**src/rtl/ckstop_pkg.sv**
```systemverilog
package ckstop_pkg;

  localparam int unsigned WORD_W = 32;

  typedef enum logic [1:0] {
    SEL_NONE = 2'd0,
    SEL_CTRL = 2'd1,
    SEL_STAT = 2'd2
  } sel_e;

  typedef struct packed {
    sel_e       kind;
    logic [7:0] idx;
  } hit_t;

  // Map a word address to a register class and a word index.
  function automatic hit_t decode_addr(input logic [31:0] a,
                                       input int unsigned cbase,
                                       input int unsigned sbase,
                                       input int unsigned nwords);
    hit_t h;
    h.kind = SEL_NONE;
    h.idx  = '0;
    if (a >= cbase && a < cbase + nwords) begin
      h.kind = SEL_CTRL;
      h.idx  = 8'(a - cbase);
    end else if (a >= sbase && a < sbase + nwords) begin
      h.kind = SEL_STAT;
      h.idx  = 8'(a - sbase);
    end
    return h;
  endfunction

endpackage

```
**src/rtl/ckstop_regbank.sv**
```systemverilog
module ckstop_regbank
  import ckstop_pkg::*;
#(
  parameter int unsigned NUM_WORDS = 4,
  parameter int unsigned ADDR_W    = 10,
  parameter int unsigned CTRL_BASE = 'h040,
  parameter int unsigned STAT_BASE = 'h080,
  localparam int unsigned NUM_MOD  = NUM_WORDS * WORD_W
) (
  input  logic                clk_i,
  input  logic                rst_i,
  input  logic                wr_i,
  input  logic [ADDR_W-1:0]   addr_i,
  input  logic [WORD_W-1:0]   wdata_i,
  output logic [NUM_MOD-1:0]  ctrl_q_o,
  output logic [NUM_MOD-1:0]  ctrl_d_o
);

  hit_t wr_hit;
  assign wr_hit = decode_addr(32'(addr_i), CTRL_BASE, STAT_BASE, NUM_WORDS);

  for (genvar w = 0; w < NUM_WORDS; w++) begin : g_word
    logic              sel;
    logic [WORD_W-1:0] word_q;

    assign sel = wr_i && (wr_hit.kind == SEL_CTRL) && (wr_hit.idx == 8'(w));
    assign ctrl_d_o[w*WORD_W +: WORD_W] = sel ? wdata_i : word_q;

    always_ff @(posedge clk_i) begin
      if (rst_i) word_q <= '1;
      else       word_q <= ctrl_d_o[w*WORD_W +: WORD_W];
    end

    assign ctrl_q_o[w*WORD_W +: WORD_W] = word_q;
  end

  AST_RESET_ALL_STOPPED: assert property (@(posedge clk_i)
    $past(rst_i) |-> (&ctrl_q_o)) else $error("control not all ones after reset");

  AST_STRAY_WRITE_IGNORED: assert property (@(posedge clk_i) disable iff (rst_i)
    (wr_i && wr_hit.kind != SEL_CTRL) |=> $stable(ctrl_q_o)) else $error("stray write altered control");

endmodule

```
**src/rtl/ckstop_settle.sv**
```systemverilog
module ckstop_settle #(
  parameter int unsigned NUM_MOD = 128,
  parameter int unsigned SETTLE  = 5,
  localparam int unsigned CNT_W  = (SETTLE > 1) ? $clog2(SETTLE) : 1
) (
  input  logic               clk_i,
  input  logic               rst_i,
  input  logic [NUM_MOD-1:0] ctrl_q_i,
  input  logic [NUM_MOD-1:0] ctrl_d_i,
  output logic [NUM_MOD-1:0] stat_o
);

  for (genvar i = 0; i < NUM_MOD; i++) begin : g_bit
    logic [CNT_W-1:0] cnt_q;
    logic             st_q;

    always_ff @(posedge clk_i) begin
      if (rst_i) begin
        cnt_q <= '0;
        st_q  <= 1'b1;
      end else if (ctrl_d_i[i] != ctrl_q_i[i]) begin
        cnt_q <= '0;
      end else if (ctrl_q_i[i] != st_q) begin
        if (cnt_q == CNT_W'(SETTLE - 1)) begin
          st_q  <= ctrl_q_i[i];
          cnt_q <= '0;
        end else begin
          cnt_q <= cnt_q + 1'b1;
        end
      end else begin
        cnt_q <= '0;
      end
    end

    assign stat_o[i] = st_q;
  end

  // Also covers R5: a status bit may only move towards the control value.
  AST_STAT_TAKES_CTRL: assert property (@(posedge clk_i) disable iff (rst_i)
    (((stat_o ^ $past(stat_o)) & (stat_o ^ $past(ctrl_q_i))) == '0)) else $error("status moved away from control");

  if (SETTLE >= 2) begin : g_quiet_chk
    AST_STAT_NEEDS_QUIET: assert property (@(posedge clk_i) disable iff (rst_i)
      (((stat_o ^ $past(stat_o)) & ($past(ctrl_q_i) ^ $past(ctrl_q_i, 2))) == '0)) else $error("status moved right after a toggle");
  end

endmodule

```
**src/rtl/ckstop_gate.sv**
```systemverilog
module ckstop_gate #(
  parameter int unsigned NUM_MOD = 128
) (
  input  logic               clk_i,
  input  logic               rst_i,
  input  logic [NUM_MOD-1:0] ctrl_q_i,
  output logic [NUM_MOD-1:0] en_o
);

  always_ff @(posedge clk_i) begin
    if (rst_i) en_o <= '0;
    else       en_o <= ~ctrl_q_i;
  end

endmodule

```
**src/rtl/ckstop_rdmux.sv**
```systemverilog
module ckstop_rdmux
  import ckstop_pkg::*;
#(
  parameter int unsigned NUM_WORDS = 4,
  parameter int unsigned ADDR_W    = 10,
  parameter int unsigned CTRL_BASE = 'h040,
  parameter int unsigned STAT_BASE = 'h080,
  localparam int unsigned NUM_MOD  = NUM_WORDS * WORD_W
) (
  input  logic               clk_i,
  input  logic               rst_i,
  input  logic               rd_i,
  input  logic [ADDR_W-1:0]  addr_i,
  input  logic [NUM_MOD-1:0] ctrl_q_i,
  input  logic [NUM_MOD-1:0] stat_i,
  output logic [WORD_W-1:0]  rdata_o
);

  hit_t              rd_hit;
  logic [WORD_W-1:0] rd_word;

  assign rd_hit = decode_addr(32'(addr_i), CTRL_BASE, STAT_BASE, NUM_WORDS);

  always_comb begin
    rd_word = '0;
    for (int w = 0; w < int'(NUM_WORDS); w++) begin
      if (rd_hit.idx == 8'(w)) begin
        if (rd_hit.kind == SEL_CTRL) rd_word = ctrl_q_i[w*WORD_W +: WORD_W];
        if (rd_hit.kind == SEL_STAT) rd_word = stat_i[w*WORD_W +: WORD_W];
      end
    end
  end

  always_ff @(posedge clk_i) begin
    if (rst_i)     rdata_o <= '0;
    else if (rd_i) rdata_o <= rd_word;
    else           rdata_o <= '0;
  end

  AST_IDLE_READ_ZERO: assert property (@(posedge clk_i) disable iff (rst_i)
    !$past(rd_i) |-> (rdata_o == '0)) else $error("read data not zero while idle");

  AST_HOLE_READ_ZERO: assert property (@(posedge clk_i) disable iff (rst_i)
    ($past(rd_i) && $past(rd_hit.kind) == SEL_NONE) |-> (rdata_o == '0)) else $error("unmapped read returned data");

endmodule

```
**src/rtl/ckstop_ctrl.sv**
```systemverilog
module ckstop_ctrl
  import ckstop_pkg::*;
#(
  parameter int unsigned NUM_WORDS = 4,
  parameter int unsigned ADDR_W    = 10,
  parameter int unsigned CTRL_BASE = 'h040,
  parameter int unsigned STAT_BASE = 'h080,
  parameter int unsigned SETTLE    = 5,
  localparam int unsigned NUM_MOD  = NUM_WORDS * WORD_W
) (
  input  logic               clk,
  input  logic               rst,
  input  logic               bus_wr,
  input  logic               bus_rd,
  input  logic [ADDR_W-1:0]  bus_addr,
  input  logic [31:0]        bus_wdata,
  output logic [31:0]        bus_rdata,
  output logic [NUM_MOD-1:0] mod_clk_en
);

  logic [NUM_MOD-1:0] ctrl_q;
  logic [NUM_MOD-1:0] ctrl_d;
  logic [NUM_MOD-1:0] stat;

  ckstop_regbank #(
    .NUM_WORDS (NUM_WORDS),
    .ADDR_W    (ADDR_W),
    .CTRL_BASE (CTRL_BASE),
    .STAT_BASE (STAT_BASE)
  ) u_regbank (
    .clk_i    (clk),
    .rst_i    (rst),
    .wr_i     (bus_wr),
    .addr_i   (bus_addr),
    .wdata_i  (bus_wdata),
    .ctrl_q_o (ctrl_q),
    .ctrl_d_o (ctrl_d)
  );

  ckstop_settle #(
    .NUM_MOD (NUM_MOD),
    .SETTLE  (SETTLE)
  ) u_settle (
    .clk_i    (clk),
    .rst_i    (rst),
    .ctrl_q_i (ctrl_q),
    .ctrl_d_i (ctrl_d),
    .stat_o   (stat)
  );

  ckstop_gate #(
    .NUM_MOD (NUM_MOD)
  ) u_gate (
    .clk_i    (clk),
    .rst_i    (rst),
    .ctrl_q_i (ctrl_q),
    .en_o     (mod_clk_en)
  );

  ckstop_rdmux #(
    .NUM_WORDS (NUM_WORDS),
    .ADDR_W    (ADDR_W),
    .CTRL_BASE (CTRL_BASE),
    .STAT_BASE (STAT_BASE)
  ) u_rdmux (
    .clk_i    (clk),
    .rst_i    (rst),
    .rd_i     (bus_rd),
    .addr_i   (bus_addr),
    .ctrl_q_i (ctrl_q),
    .stat_i   (stat),
    .rdata_o  (bus_rdata)
  );

  AST_STOPPED_NO_EN: assert property (@(posedge clk) disable iff (rst)
    ((mod_clk_en & ctrl_q & $past(ctrl_q)) == '0)) else $error("enable high on a stopped module");

endmodule

```
**config.mk**
```make
export PLATFORM = sky130hd
export DESIGN_NAME = ckstop_ctrl
export DESIGN_NICKNAME = d
export VERILOG_FILES = /design/src/rtl/ckstop_pkg.sv /design/src/rtl/ckstop_regbank.sv /design/src/rtl/ckstop_settle.sv /design/src/rtl/ckstop_gate.sv /design/src/rtl/ckstop_rdmux.sv /design/src/rtl/ckstop_ctrl.sv
export SDC_FILE = /design/constraint.sdc
export NUM_CORES = 2
export LEC_CHECK = 0
export ABC_AREA = 1
export BUFFER_PORTS_ARGS = -buffer_cell sky130_fd_sc_hd__buf_2
export CAP_MARGIN = 10
export CORE_ASPECT_RATIO = 1.1
export CORE_MARGIN = 4
export CORE_UTILIZATION = 60
export DETAILED_ROUTE_END_ITERATION = 10
export GPL_ROUTABILITY_DRIVEN = 0
export PLACE_DENSITY = 0.83
export SETUP_SLACK_MARGIN = 0.05
export SYNTH_ARGS = -nofsm -noshare
export SYNTH_HDL_FRONTEND = slang
export SYNTH_SLANG_ARGS = --single-unit
```
**constraint.sdc**
```tcl
create_clock -name clk -period 4 [get_ports clk]
set_clock_uncertainty 0.1 [all_clocks]
set_input_delay 0.6 -clock clk [delete_from_list [all_inputs] [get_ports clk]]
set_output_delay 0.6 -clock clk [all_outputs]
set_load 0.03 [all_outputs]
```
# == After elaboration in Yosys (flattened, before gate mapping) ==
# Cells that the tools add are included.
# word_totals
ff_bits,800
word_cells,1326
out_inout_bits,160
inputBits,46
# op_classes
muxes,18
reduce_logical,265
n_lt_le_gt_ge,4
bitwise_logic,258
eq_ne,389
n_addsub,130
# ops
cell,n
$mux W32,16
$reduce_or A4 Y1,128
$add A3 B1 Y3 const B,128
$eq A3 B3 Y1 const B,128
$reduce_and A3 Y1,128
$not A1 Y1,257
$ne A1 B1 Y1,256
$not A128 Y128,1
$mux W10,2
$eq A8 B2 Y1 const B,2
$ge A10 B7 Y1 const B,1
$ge A10 B8 Y1 const B,1
$lt A10 B7 Y1 const B,1
$lt A10 B8 Y1 const B,1
$eq A8 B1 Y1 const B,1
$logic_not A8 Y1,1
$sub A8 B7 Y8 const B,1
$sub A8 B8 Y8 const B,1
$logic_and A1 B1 Y1,7
$eq A2 B1 Y1 const B,1
$eq A2 B2 Y1 const B,1
$reduce_or A2 Y1,1

# == Logic depth before layout (Yosys ltp) ==
# logic_depth
word_depth,17
mapped_depth,14
ltp_nobuf,13

# == Modules after synthesis ==
# From an unflattened synthesis, not the netlist that was laid out.
# hier_totals
cells_unflattened,5243
hier_area_um2,38856.0
# modules_own_cells
mod,n_inst,seq_area_each_um2,area_per_inst_um2,cells_per_inst
ckstop_settle,1,10249.8,26360.3,3485
ckstop_regbank,1,2562.5,5387.7,740
ckstop_rdmux,1,640.6,3911.3,748
ckstop_gate,1,2562.5,3196.8,270

# == Least setup slack after synthesis ==
# No wires, ideal clock.
# synth_path
path_type,input-to-reg
from,input port bus_addr[7]
to,register u_settle.g_bit[29].st_q
path_stages,13
arrival_ps,2219
n_path_buf,2
setup_slack_ps,1551
setup_ps,130
required_time_ps,3770
cell_sequence,inv_1 ha_1 nand2_1 o21bai_2 nand2_2 nand2_1 nand3_4 nor2_1 buf_4 buf_2 nand4_1 nand4_1 nand3_1
# synth_between
elab_chain_cells,11
elab_cells_between_ends,18
classes_between,add/sub (2); order compare (4); eq/ne (2); mux (3); bitwise (1); reduce/logical (6)
# synth_lines
element,line_no,source
"start, declared",ckstop_ctrl.sv:15,"input logic [ADDR_W-1:0] bus_addr,"
$ge A10 B8 Y1 / $lt A10 B8 Y1 (equally long branches),ckstop_pkg.sv:27,end else if (a >= sbase && a < sbase + nwords) begin
$logic_and A1 B1 Y1,ckstop_pkg.sv:27,
$mux W10,ckstop_pkg.sv:27,
$mux W10 *,ckstop_pkg.sv:24,if (a >= cbase && a < cbase + nwords) begin
$eq A2 B1 Y1,ckstop_regbank.sv:26,assign sel = wr_i && (wr_hit.kind == SEL_CTRL) && (wr_hit.idx == 8'(w));
$logic_and A1 B1 Y1,ckstop_regbank.sv:26,
$logic_and A1 B1 Y1 *,ckstop_regbank.sv:26,
$mux W32 *,ckstop_regbank.sv:27,assign ctrl_d_o[w*WORD_W +: WORD_W] = sel ? wdata_i : word_q;
$ne A1 B1 Y1 *,ckstop_settle.sv:21,end else if (ctrl_d_i[i] != ctrl_q_i[i]) begin
$not A1 Y1 (no source line) *,-,
$reduce_and A3 Y1 (no source line) *,-,
"end signal, assigned",ckstop_settle.sv:25,st_q <= ctrl_q_i[i];
"end, declared",ckstop_settle.sv:15,logic st_q;
# Mark *: on every way between the ends. The rest lies on a longest branch, timed or not.
# A chain may end at the register's enable or synchronous reset.

# == Worst setup path after layout ==
# layout_path
from,input port bus_addr[2]
to,register u_settle.g_bit[40].cnt_q[1]
# layout_between
elab_chain_cells,10
elab_cells_between_ends,17
classes_between,add/sub (2); order compare (4); eq/ne (3); mux (3); reduce/logical (5)
# layout_lines
element,line_no,source
$ge A10 B8 Y1 / $lt A10 B8 Y1 (equally long branches),ckstop_pkg.sv:27,
$logic_and A1 B1 Y1,ckstop_pkg.sv:27,
$mux W10,ckstop_pkg.sv:27,
$mux W10 *,ckstop_pkg.sv:24,
$eq A2 B1 Y1,ckstop_regbank.sv:26,
$logic_and A1 B1 Y1,ckstop_regbank.sv:26,
$logic_and A1 B1 Y1 *,ckstop_regbank.sv:26,
$mux W32 *,ckstop_regbank.sv:27,
$ne A1 B1 Y1 *,ckstop_settle.sv:21,
$reduce_or A4 Y1 (no source line) *,-,
"end signal, assigned",ckstop_settle.sv:28,cnt_q <= cnt_q + 1'b1;
"end, declared",ckstop_settle.sv:14,logic [CNT_W-1:0] cnt_q;
# Marked as above.

==> out/results.txt <==
total of fill cells in the finished design -> 4862
RSZ-0062 raised after global routing -> no
y dimension of the die -> 269 um
number of enable flip-flop cells after synthesis -> 0
count of final setup violators -> 0
outcome -> completed
Met3 Routed Length -> 7.45 mm
critical path's largest stage delay -> 490 ps
CP required -> 4410 ps
number of buffers added for setup after CTS -> 0
detailed-routing iteration count for the pre-antenna-repair pass -> 7
I/O Pins -> 206
worst slack at placement -> 467 ps
worst setup margin -> 1060 ps
Fmax -> 0.340 GHz
flop and latch count out of synthesis -> 800
Residual DRC -> 0
power density cells -> 384 nW/um^2
starting utilization of the core area -> 0.606
mapped cell area -> 37000 sq um
largest fanout on the critical path -> 34
area of the core -> 61100 sq um
Clock Sink Count -> 800
global-route wire length before repair -> 149 mm
floorplan die area -> 65800 sq um
static power due to leakage -> 20.3 nW
proportion of synthesized flip-flops having asynchronous set or reset -> 0
fin util -> 0.676
critical path startpoint category -> primary input
routed wirelength normalized by instance count -> 16.0 um
number of DRC violations after detailed-routing iteration 0 -> 2648
final worst path period share -> 0.736
layout cell share with drive strength beyond 1 -> 0.0819
input/output buffers -> 205
Final Non-Filler Cells -> 5689
cell chain of the critical path -> buf_2, nor2_1, nand2_1, o21bai_2, nand2_4, nand2_1, nand3_1, nor2_4, buf_4, nand4_1, nand3_1, nor2_1
Mapped Nets -> 5002
number of max-slew violations in the final report -> 0
placed cell count -> 5540
crit end category -> flop
remaining antenna violation count -> 0
GRT Resource Usage Total -> 0.270
largest net degree at the start of global routing -> 133
sequential area share after synthesis -> 0.433
final layout net count -> 5104
grt ovf -> 0
family with the most delay on the worst path -> simple AND/OR/NAND/NOR gates
number of global-route vias before repair -> 30800
max-cap violation count -> 0
DRT met1 WL -> 37.2 mm
CTS tree -> done
worst min-delay path category -> primary input to flop
vias per cell -> 5.60
Tmin final -> 2940 ps
aggregate negative setup slack -> 0 ps
total CTS buffers -> 80
top layer reached by signal wires -> met5
Max-slew headroom -> 0.306
DR vias -> 31800
HPWL after detailed placement -> 58.1 mm
library cells used by synthesis -> 26
VDD IR-drop max -> 0.350 mV
transition time at the pin with the least slew margin -> 1040 ps
CTS clock-pin slew for the worst setup and hold paths -> 60 ps
slowest library cell on the worst path -> buf_4
wire length on met2 -> 42.0 mm
count of mapped cells out of synthesis -> 4696
initial antenna violation count -> 7
critical setup path kind -> primary input to flop
maximum buffer depth of the clock tree -> 3
worst endpoint data arrival time -> 3350 ps
mean instance size in the synthesized netlist -> 7.88 sq um
Warnings, synthesis -> 0
flip-flop cell with the highest count after synthesis -> dfxtp_1
Gates resized, CTS repair -> 0
number of buffers inserted by hold repair at cts -> 0
cell row count -> 95
H-tree levels -> 3
CP Buf/Inv Count -> 2
Post-Route WL -> 90.9 mm
clock latency on the worst-skew pair -> 630 ps
Hold Vio Cnt, Final -> 0
Clock Tree Root -> clkbuf_16
Die X-Extent -> 245 um
Syn-to-layout area delta -> 11.5%
-- cells by family after synthesis --
| logic type | after synthesis | synth area share |
|---|---|---|
| AND/OR/NAND/NOR | 1882 | 0.230 |
| buffers and inverters | 1047 | 0.108 |
| flip-flops | 800 | 0.433 |
| AO/OA/AOI/OAI | 451 | 0.0809 |
| adder cells (fa/ha/maj) | 260 | 0.0879 |
| XOR/XNOR | 256 | 0.0606 |
-- metal layers --
layer / vias to the layer above / global-route usage
met5: - / 0
met4: 6 / 0.142
met3: 299 / 0.0477
met2: 1306 / 0.454
met1: 14700 / 0.335
li1: 15500 / -
-- per-stage QoR --
step	hold WS [ps]	instance area, sq um	total power [mW]
after floorplan	317	37000	8.47
after global placement	326	38700	8.64
after detailed placement	334	38700	8.64
after CTS	191	41300	16.0
after global routing	215	41300	16.3
final	225	41300	15.9
-- cell type report --
| class | count | area, sq um | share of cell area |
|---|---|---|---|
| Sequential cell | 800 | 16000 | 0.388 |
| Antenna cell | 5 | 12.5 | 0.000303 |
| Clock buffer | 118 | 2400 | 0.0581 |
| Clock inverter | 26 | 200 | 0.00485 |
| Timing Repair Buffer | 252 | 1510 | 0.0367 |
| Tap cell | 824 | 1030 | 0.0250 |
| Inverter | 815 | 3070 | 0.0743 |
| Multi-Input combinational cell | 2849 | 17100 | 0.413 |
-- where the power goes --
group | leakage (nW) | switching, mW | internal (mW) | total [mW]
registers | 6.45 | 0.00722 | 7.98 | 7.98
clock network | 1.30 | 3.10 | 4.28 | 7.39
logic | 12.5 | 0.388 | 0.110 | 0.498
-- registers in the layout, summed over array words and instances (netlist names) --
register                 cells
u_regbank.g_word.word_q    128
u_rdmux.rdata_o             32
u_settle.g_bit.cnt_q       384
u_gate.en_o                128
u_settle.g_bit.st_q        128
-- path summary, 6_finish.rpt --
check / startpoint / cells past startpoint / slack, ps / endpoint
worst min register to register: u_settle.g_bit[11].cnt_q[0]$_SDFF_PP0_ / 1 / 340 / u_settle.g_bit[11].cnt_q[0]$_SDFF_PP0_
worst max register to register: u_settle.g_bit[102].cnt_q[0]$_SDFF_PP0_ / 7 / 2550 / u_settle.g_bit[102].cnt_q[0]$_SDFF_PP0_
worst max-delay path: bus_addr[2] / 12 / 1060 / u_settle.g_bit[40].cnt_q[1]$_SDFF_PP0_
worst min-delay path: bus_rd / 3 / 220 / u_rdmux.rdata_o[30]$_SDFF_PP0_
-- cells in the mapped netlist, types with 6 or more instances --
master | instances | share of area
clkbuf_1 | 149 | 0.015
o211ai_1 | 225 | 0.046
ha_1 | 260 | 0.088
o22ai_1 | 127 | 0.021
xnor2_1 | 256 | 0.061
dfxtp_1 | 800 | 0.43
nand3_1 | 395 | 0.053
inv_1 | 814 | 0.083
nor3_1 | 129 | 0.017
nand4_1 | 290 | 0.049
nand2_1 | 487 | 0.049
buf_2 | 48 | 0.0065
nor2_1 | 572 | 0.058
o21ai_0 | 31 | 0.0042
a21oi_1 | 60 | 0.0081
buf_4 | 6 | 0.0012
buf_1 | 29 | 0.0029
-- layout by cell type, fill, tap and decap left out, types with 2 or more instances in the layout --
cell          n
clkbuf_1     16
buf_12       10
ha_1        260
nand3_4       2
nand4_1     290
a21oi_1      60
o21ai_0      31
xnor2_1     256
nor2_1      571
clkbuf_16    83
clkbuf_8     19
nand2_4       4
o211ai_1    225
diode_2       5
buf_4        37
clkinv_2     18
buf_2       204
nand3_1     394
a31oi_1       5
inv_6         3
bufinv_16     2
dfxtp_1     800
inv_1       812
o22ai_1     127
clkinvlp_4    2
nor2_4        6
nand2_1     484
nor3_1      129
-- worst register-to-register path: stages (launching register included) --
cell and delay [ps]:
dfxtp_1 380, inv_1 70, ha_1 200, nand2_1 60, inv_1 70, nor3_1 220, nand3_1 160, nor2_1 120
Note: power is estimated with default switching activity, not from simulation.
